$ cat src/rtl/cascade_tick_timer.sv
module cascade_tick_timer #(
  parameter int TICK_DIV  = 781,
  parameter int IRQ_WIDTH = 8,
  parameter int IRQ_LINE  = 6
) (
  input  logic                 clk,
  input  logic                 rst,
  input  logic                 wr_en,
  input  logic                 rd_en,
  input  logic [1:0]           addr,
  input  logic [7:0]           wdata,
  output logic [7:0]           rdata,
  output logic [IRQ_WIDTH-1:0] irq_lines
);
  localparam int PW = (TICK_DIV > 1) ? $clog2(TICK_DIV) : 1;
  localparam logic [PW-1:0] PRE_LAST = PW'(TICK_DIV - 1);

  logic [PW-1:0] pre;
  logic          run, irq_q;
  logic [15:0]   div_a, cnt_a, cnt_b, spare, live;
  logic [7:0]    mode_q, hold;
  logic [7:0]    lo_stage [4];
  logic [3:0]    wtog, rtog;
  logic          tick, reload, is_mode;

  assign tick    = run && (pre == PRE_LAST);
  assign reload  = tick && (cnt_a <= 16'd1);
  assign is_mode = (addr == 2'd3);

  always_comb begin
    case (addr)
      2'd0:    live = cnt_a;
      2'd1:    live = cnt_b;
      2'd2:    live = spare;
      default: live = {8'h00, mode_q};
    endcase
  end

  assign rdata = is_mode ? mode_q : (rtog[addr] ? hold : live[7:0]);

  always_comb begin
    irq_lines = '0;
    irq_lines[IRQ_LINE] = irq_q;
  end

  always_ff @(posedge clk) begin
    if (rst) begin
      pre    <= '0;
      run    <= 1'b0;
      irq_q  <= 1'b0;
      div_a  <= '0;
      cnt_a  <= '0;
      cnt_b  <= '0;
      spare  <= '0;
      mode_q <= '0;
      hold   <= '0;
      wtog   <= '0;
      rtog   <= '0;
      for (int i = 0; i < 4; i++) lo_stage[i] <= '0;
    end else begin
      irq_q <= 1'b0;
      if (run) pre <= tick ? '0 : pre + 1'b1;

      if (tick) begin
        if (reload) begin
          cnt_a <= div_a;
          if (cnt_b == 16'd0) begin
            irq_q <= 1'b1;
            cnt_b <= 16'hFFFF;
          end else begin
            cnt_b <= cnt_b - 16'd1;
          end
        end else begin
          cnt_a <= cnt_a - 16'd1;
        end
      end

      if (wr_en) begin
        if (is_mode) begin
          mode_q <= wdata;
        end else if (!wtog[addr]) begin
          lo_stage[addr] <= wdata;
          wtog[addr]     <= 1'b1;
          if (addr == 2'd0) run <= 1'b0;
        end else begin
          wtog[addr] <= 1'b0;
          case (addr)
            2'd0: begin
              div_a <= {wdata, lo_stage[addr]};
              cnt_a <= {wdata, lo_stage[addr]};
              run   <= 1'b1;
              pre   <= '0;
            end
            2'd1:    cnt_b <= {wdata, lo_stage[addr]};
            default: spare <= {wdata, lo_stage[addr]};
          endcase
        end
      end

      if (rd_en && !is_mode) begin
        if (!rtog[addr]) begin
          hold       <= live[15:8];
          rtog[addr] <= 1'b1;
        end else begin
          rtog[addr] <= 1'b0;
        end
      end
    end
  end

  assert_freeze_a_R4: assert property (@(posedge clk) disable iff (rst)
    (!run && !(wr_en && addr == 2'd0)) |=> $stable(cnt_a));

  assert_freeze_b_R4: assert property (@(posedge clk) disable iff (rst)
    (!run && !(wr_en && addr == 2'd1)) |=> $stable(cnt_b));

  assert_low_byte_stops_R4: assert property (@(posedge clk) disable iff (rst)
    (wr_en && addr == 2'd0 && !wtog[0]) |=> !run);

  assert_irq_from_tick_R3: assert property (@(posedge clk) disable iff (rst)
    irq_q |-> $past(tick));

  assert_wrap_value_R3: assert property (@(posedge clk) disable iff (rst)
    (irq_q && !$past(wr_en && addr == 2'd1)) |-> (cnt_b == 16'hFFFF));

  assert_count_bound_R2: assert property (@(posedge clk) disable iff (rst)
    run |-> (cnt_a <= div_a));
endmodule

$ cat config.mk
export PLATFORM = sky130hd
export DESIGN_NAME = cascade_tick_timer
export DESIGN_NICKNAME = d
export VERILOG_FILES = /design/src/rtl/cascade_tick_timer.sv
export SDC_FILE = /design/constraint.sdc
export NUM_CORES = 1
export LEC_CHECK = 0
export ABC_AREA = 1
export BUFFER_PORTS_ARGS = -buffer_cell sky130_fd_sc_hd__buf_2
export CORE_ASPECT_RATIO = 1.5
export CORE_MARGIN = 10
export CORE_UTILIZATION = 30
export CTS_CLUSTER_SIZE = 8
export DETAILED_ROUTE_END_ITERATION = 10
export PLACE_DENSITY = 0.48
export SKIP_LAST_GASP = 1
export SYNTH_ARGS = -nofsm -noshare
export SYNTH_HDL_FRONTEND = slang
export SYNTH_SLANG_ARGS = --single-unit
$ cat constraint.sdc
create_clock -name clk -period 3.46 [get_ports clk]
set_input_delay 0.173 -clock clk [delete_from_list [all_inputs] [get_ports clk]]
set_output_delay 0.173 -clock clk [all_outputs]
set_load 0.02 [all_outputs]
==> impl_metrics.yaml <==
run_status:
  status: "completed"
worst_setup_path:
  r2r_cells: 13
  arrival_ps: 2700
  crit_buf_inv: 3
  required_ps: 3800
  max_stage_delay_ps: 470
  r2r_slack_ps: 1100
  slowest_stage: "nor2_2"
  worst_setup_path_start_kind: "flip-flop"
  crit_top_cell: "nand2_1"
  worstPathCellList: "inv_1 > ha_1 > nand2_1 > inv_1 > nand3_1 > nor2_2 > buf_4 > nand2_1 > nor2_2 > nand2_1 > nand2_1 > nor2_1 > a21oi_1"
  worstSetupPathType: "reg2reg"
  endpoint_kind: "flip-flop"
  reg2reg_to: "cnt_b[14]"
  cp_max_fo: 15
  cpLargestDelayFamily: "simple AND/OR/NAND/NOR gates"
  r2r_start: "pre[1]"
timing:
  timing.slew.headroom: 0.591
  fin_crit_sh: 0.681
  min_period_ps: 2360
  tns_ps: 0
  final_hold_viol_count: 0
  worstMarginPinSlew_ps: 613
  max_freq_mhz: 424
  clock_skew_ps: 17.7
  rsz0062_at_grt: "no"
  finalSetupViolCount: 0
  report.final.slew_viol_count: 0
final_layout:
  nNetsFinal: 944
  syn_to_final_growth_pct: 13.5
  multi_input_area_um2: 3120
  design_area_um2: 7600
  seqCellArea_um2: 2960
  drive_gt1_frac: 0.101
  final_util: 0.348
  fill_cells: 2409
  diodes: 0
routing:
  wl_per_cell_um: 17.6
  ant_nets: 0
  dr.pass1.iters: 5
  avgViaCountPerCell: 5.02
  vias: 6071
  drc: 0
  drt_iter0_markers: 407
  routed_wl_mm: 21.3
floorplan:
  coreArea_um2: 21800
  start_util: 0.307
  dieArea_um2: 28800
  die_w_um: 142
  ioPinCount: 30
  rows: 66
  die-height_um: 203
worst_hold_path:
  holdPathEnd: "mode_q[3]"
  hp-class: "in2reg"
  whs_path_depth: 3
  hp-start: "wdata[3]"
clock_tree:
  h-tree-depth: 4
  hold_buffers: 0
  clkTransAtPathRegs_ps: 60
  clock_tree.buffer_depth: 2
  clkSinkCount: 132
  insertion_delay_ps: 420
  postCtsSetupRepairBufs: 0
  numCtsBuffers: 17
  cts_tree: "yes"
  cts_resized: 0
  root_buffer: "clkbuf_16"
place:
  place_congestion: 0.919
  dpl_cell_area_um2: 7000
  dpl.hpwl_mm: 15.9
  port_buffers: 22
yosys:
  yosysSeqAreaShare: 0.443
  synth.cell_area_um2: 6700
  ys_ff_latch: 132
  synth-compound-area-share: 0.192
  synth_warnings: 0
  synth_simple_gate_area_frac: 0.251
  synth_fa_ha_area_frac: 0.0112
  synthMuxAreaShare: 0
  synth_top_family_by_area: "simple AND/OR/NAND/NOR gates"
  synth.distinct_cells: 44
  synth_xor_area_frac: 0.00785
  syn_inst: 912
  syn_area_per_cell_um2: 7.34
power:
  p_per_area_nw_per_um2: 502
  p_leak_nw: 3.22
  irDropWorstVdd_v: 0.000317
  power_mw: 3.81
global_routing:
  grt_first_pass_wirelength_mm: 33.6
  grt_max_degree: 39
  antenna_found_initial: 0
  grtUsageTotal: 0.149
  grt_pass1_vias: 6079
  grt_remaining_overflow: 0
run:
  maxCapViolCount: 0
## cell families (layout without fill, tap and decap cells)
family                     Yosys count  in the layout
adders and majority gates            6              6
buffers and inverters              153            172
DFF                                132            132
other                                1              7
xor gates and xnor gates             6              6
and+or+nand+nor                    388            388
AOI/OAI and AO/OA                  226            226
## worst register-to-register path, stage by stage, from the launching register on
cell,delay (ps)
dfxtp_1,320
inv_1,70
ha_1,170
nand2_1,60
inv_1,70
nand3_1,80
nor2_2,110
buf_4,240
nand2_1,110
nor2_2,470
nand2_1,300
nand2_1,120
nor2_1,50
a21oi_1,120
## per-layer routing
metal,vias up,part of all wire,global-route usage
met4,0,0.044,0.0835
met5,-,0,0
li1,3048,-,-
met3,38,0.025,0.0206
met2,123,0.52,0.265
met1,2862,0.41,0.164
## per-stage QoR
| stage | hold WS [ps] | std cells | setup WS (ps) |
|---|---|---|---|
| 2_1_floorplan | 337 | 918 | 1840 |
| 3_3_place_gp | 422 | 1177 | 1100 |
| 3_5_place_dp | 429 | 1177 | 1080 |
| 4_1_cts | 86.0 | 1209 | 1070 |
| 5_1_grt | 124 | 1209 | 808 |
| 6_report | 90.4 | 1209 | 1100 |
## cell type report
type | count | share of cell area
well taps | 272 | 0.0448
inverters | 111 | 0.0549
flip-flops and latches | 132 | 0.390
clock buffers | 20 | 0.0631
clock inverters | 12 | 0.0152
repair buffers | 29 | 0.0214
multi-input cells | 633 | 0.411
## Yosys cell counts, drive strengths merged
cell / instances / area [um^2]
o32ai: 1 / 8.76
nand4: 12 / 75.1
o21bai: 2 / 18.8
a211oi: 1 / 7.51
a21oi: 96 / 495
xnor2: 2 / 17.5
edfxtp: 32 / 961
a221oi: 8 / 70.1
xor2: 4 / 35.0
clkbuf: 18 / 67.6
o22ai: 1 / 6.26
inv: 111 / 417
ha: 6 / 75.1
and3: 3 / 18.8
nor4: 1 / 6.26
o21ai: 81 / 405
dfxtp: 100 / 2000
conb: 1 / 3.75
buf: 24 / 151
a22oi: 20 / 150
a31oi: 4 / 25.0
o31ai: 1 / 7.51
o221ai: 6 / 52.6
nand2: 172 / 666
nor3b: 3 / 22.5
nor3: 9 / 61.3
nor2: 139 / 564
o211ai: 5 / 37.5
and2: 1 / 6.26
nand3: 48 / 260
## state kept, by name (all words and copies together) (netlist names), named ones only
name and count:
cnt_a 16, cnt_b 16, div_a 16, hold 8
irq_q 1, lo_stage 32, mode_q 8, pre 10
run 1, spare 16
## worst max path at each step
stage                start        end  depth (start not counted)
floorplan           pre[1]  cnt_b[11]                         12
global placement    pre[1]  cnt_b[14]                         13
detailed placement  pre[1]  cnt_b[14]                         13
CTS                 pre[1]  cnt_b[14]                         13
global route        pre[0]  cnt_b[14]                         13
finish              pre[1]  cnt_b[14]                         13
## power by group
part / switching (mW) / leakage, nW / internal, mW
Sequential: 0.0218 / 1.14 / 1.62
Clock: 0.743 / 0.290 / 1.09
Combinational: 0.246 / 1.79 / 0.0898
Total: 1.01 / 3.22 / 2.80
## placed cells by master (no fill, tap or decap), drive strengths merged
master | synthesis | routed
a21oi | 96 | 96
xor2 | 4 | 4
conb | 1 | 7
and2 | 1 | 1
o31ai | 1 | 1
nand4 | 12 | 12
o211ai | 5 | 5
dfxtp | 100 | 100
clkbuf | 18 | 20
o32ai | 1 | 1
a211oi | 1 | 1
a221oi | 8 | 8
o221ai | 6 | 6
nand3 | 48 | 48
nand2 | 172 | 172
nor3b | 3 | 3
nor2 | 139 | 139
a22oi | 20 | 20
xnor2 | 2 | 2
edfxtp | 32 | 32
clkinv | 0 | 5
ha | 6 | 6
bufinv | 0 | 1
nor4 | 1 | 1
o21ai | 81 | 81
clkinvlp | 0 | 2
a31oi | 4 | 4
o22ai | 1 | 1
and3 | 3 | 3
o21bai | 2 | 2
inv | 111 | 115
buf | 24 | 29
nor3 | 9 | 9
No activity file was read; power rests on OpenSTA's default activity.
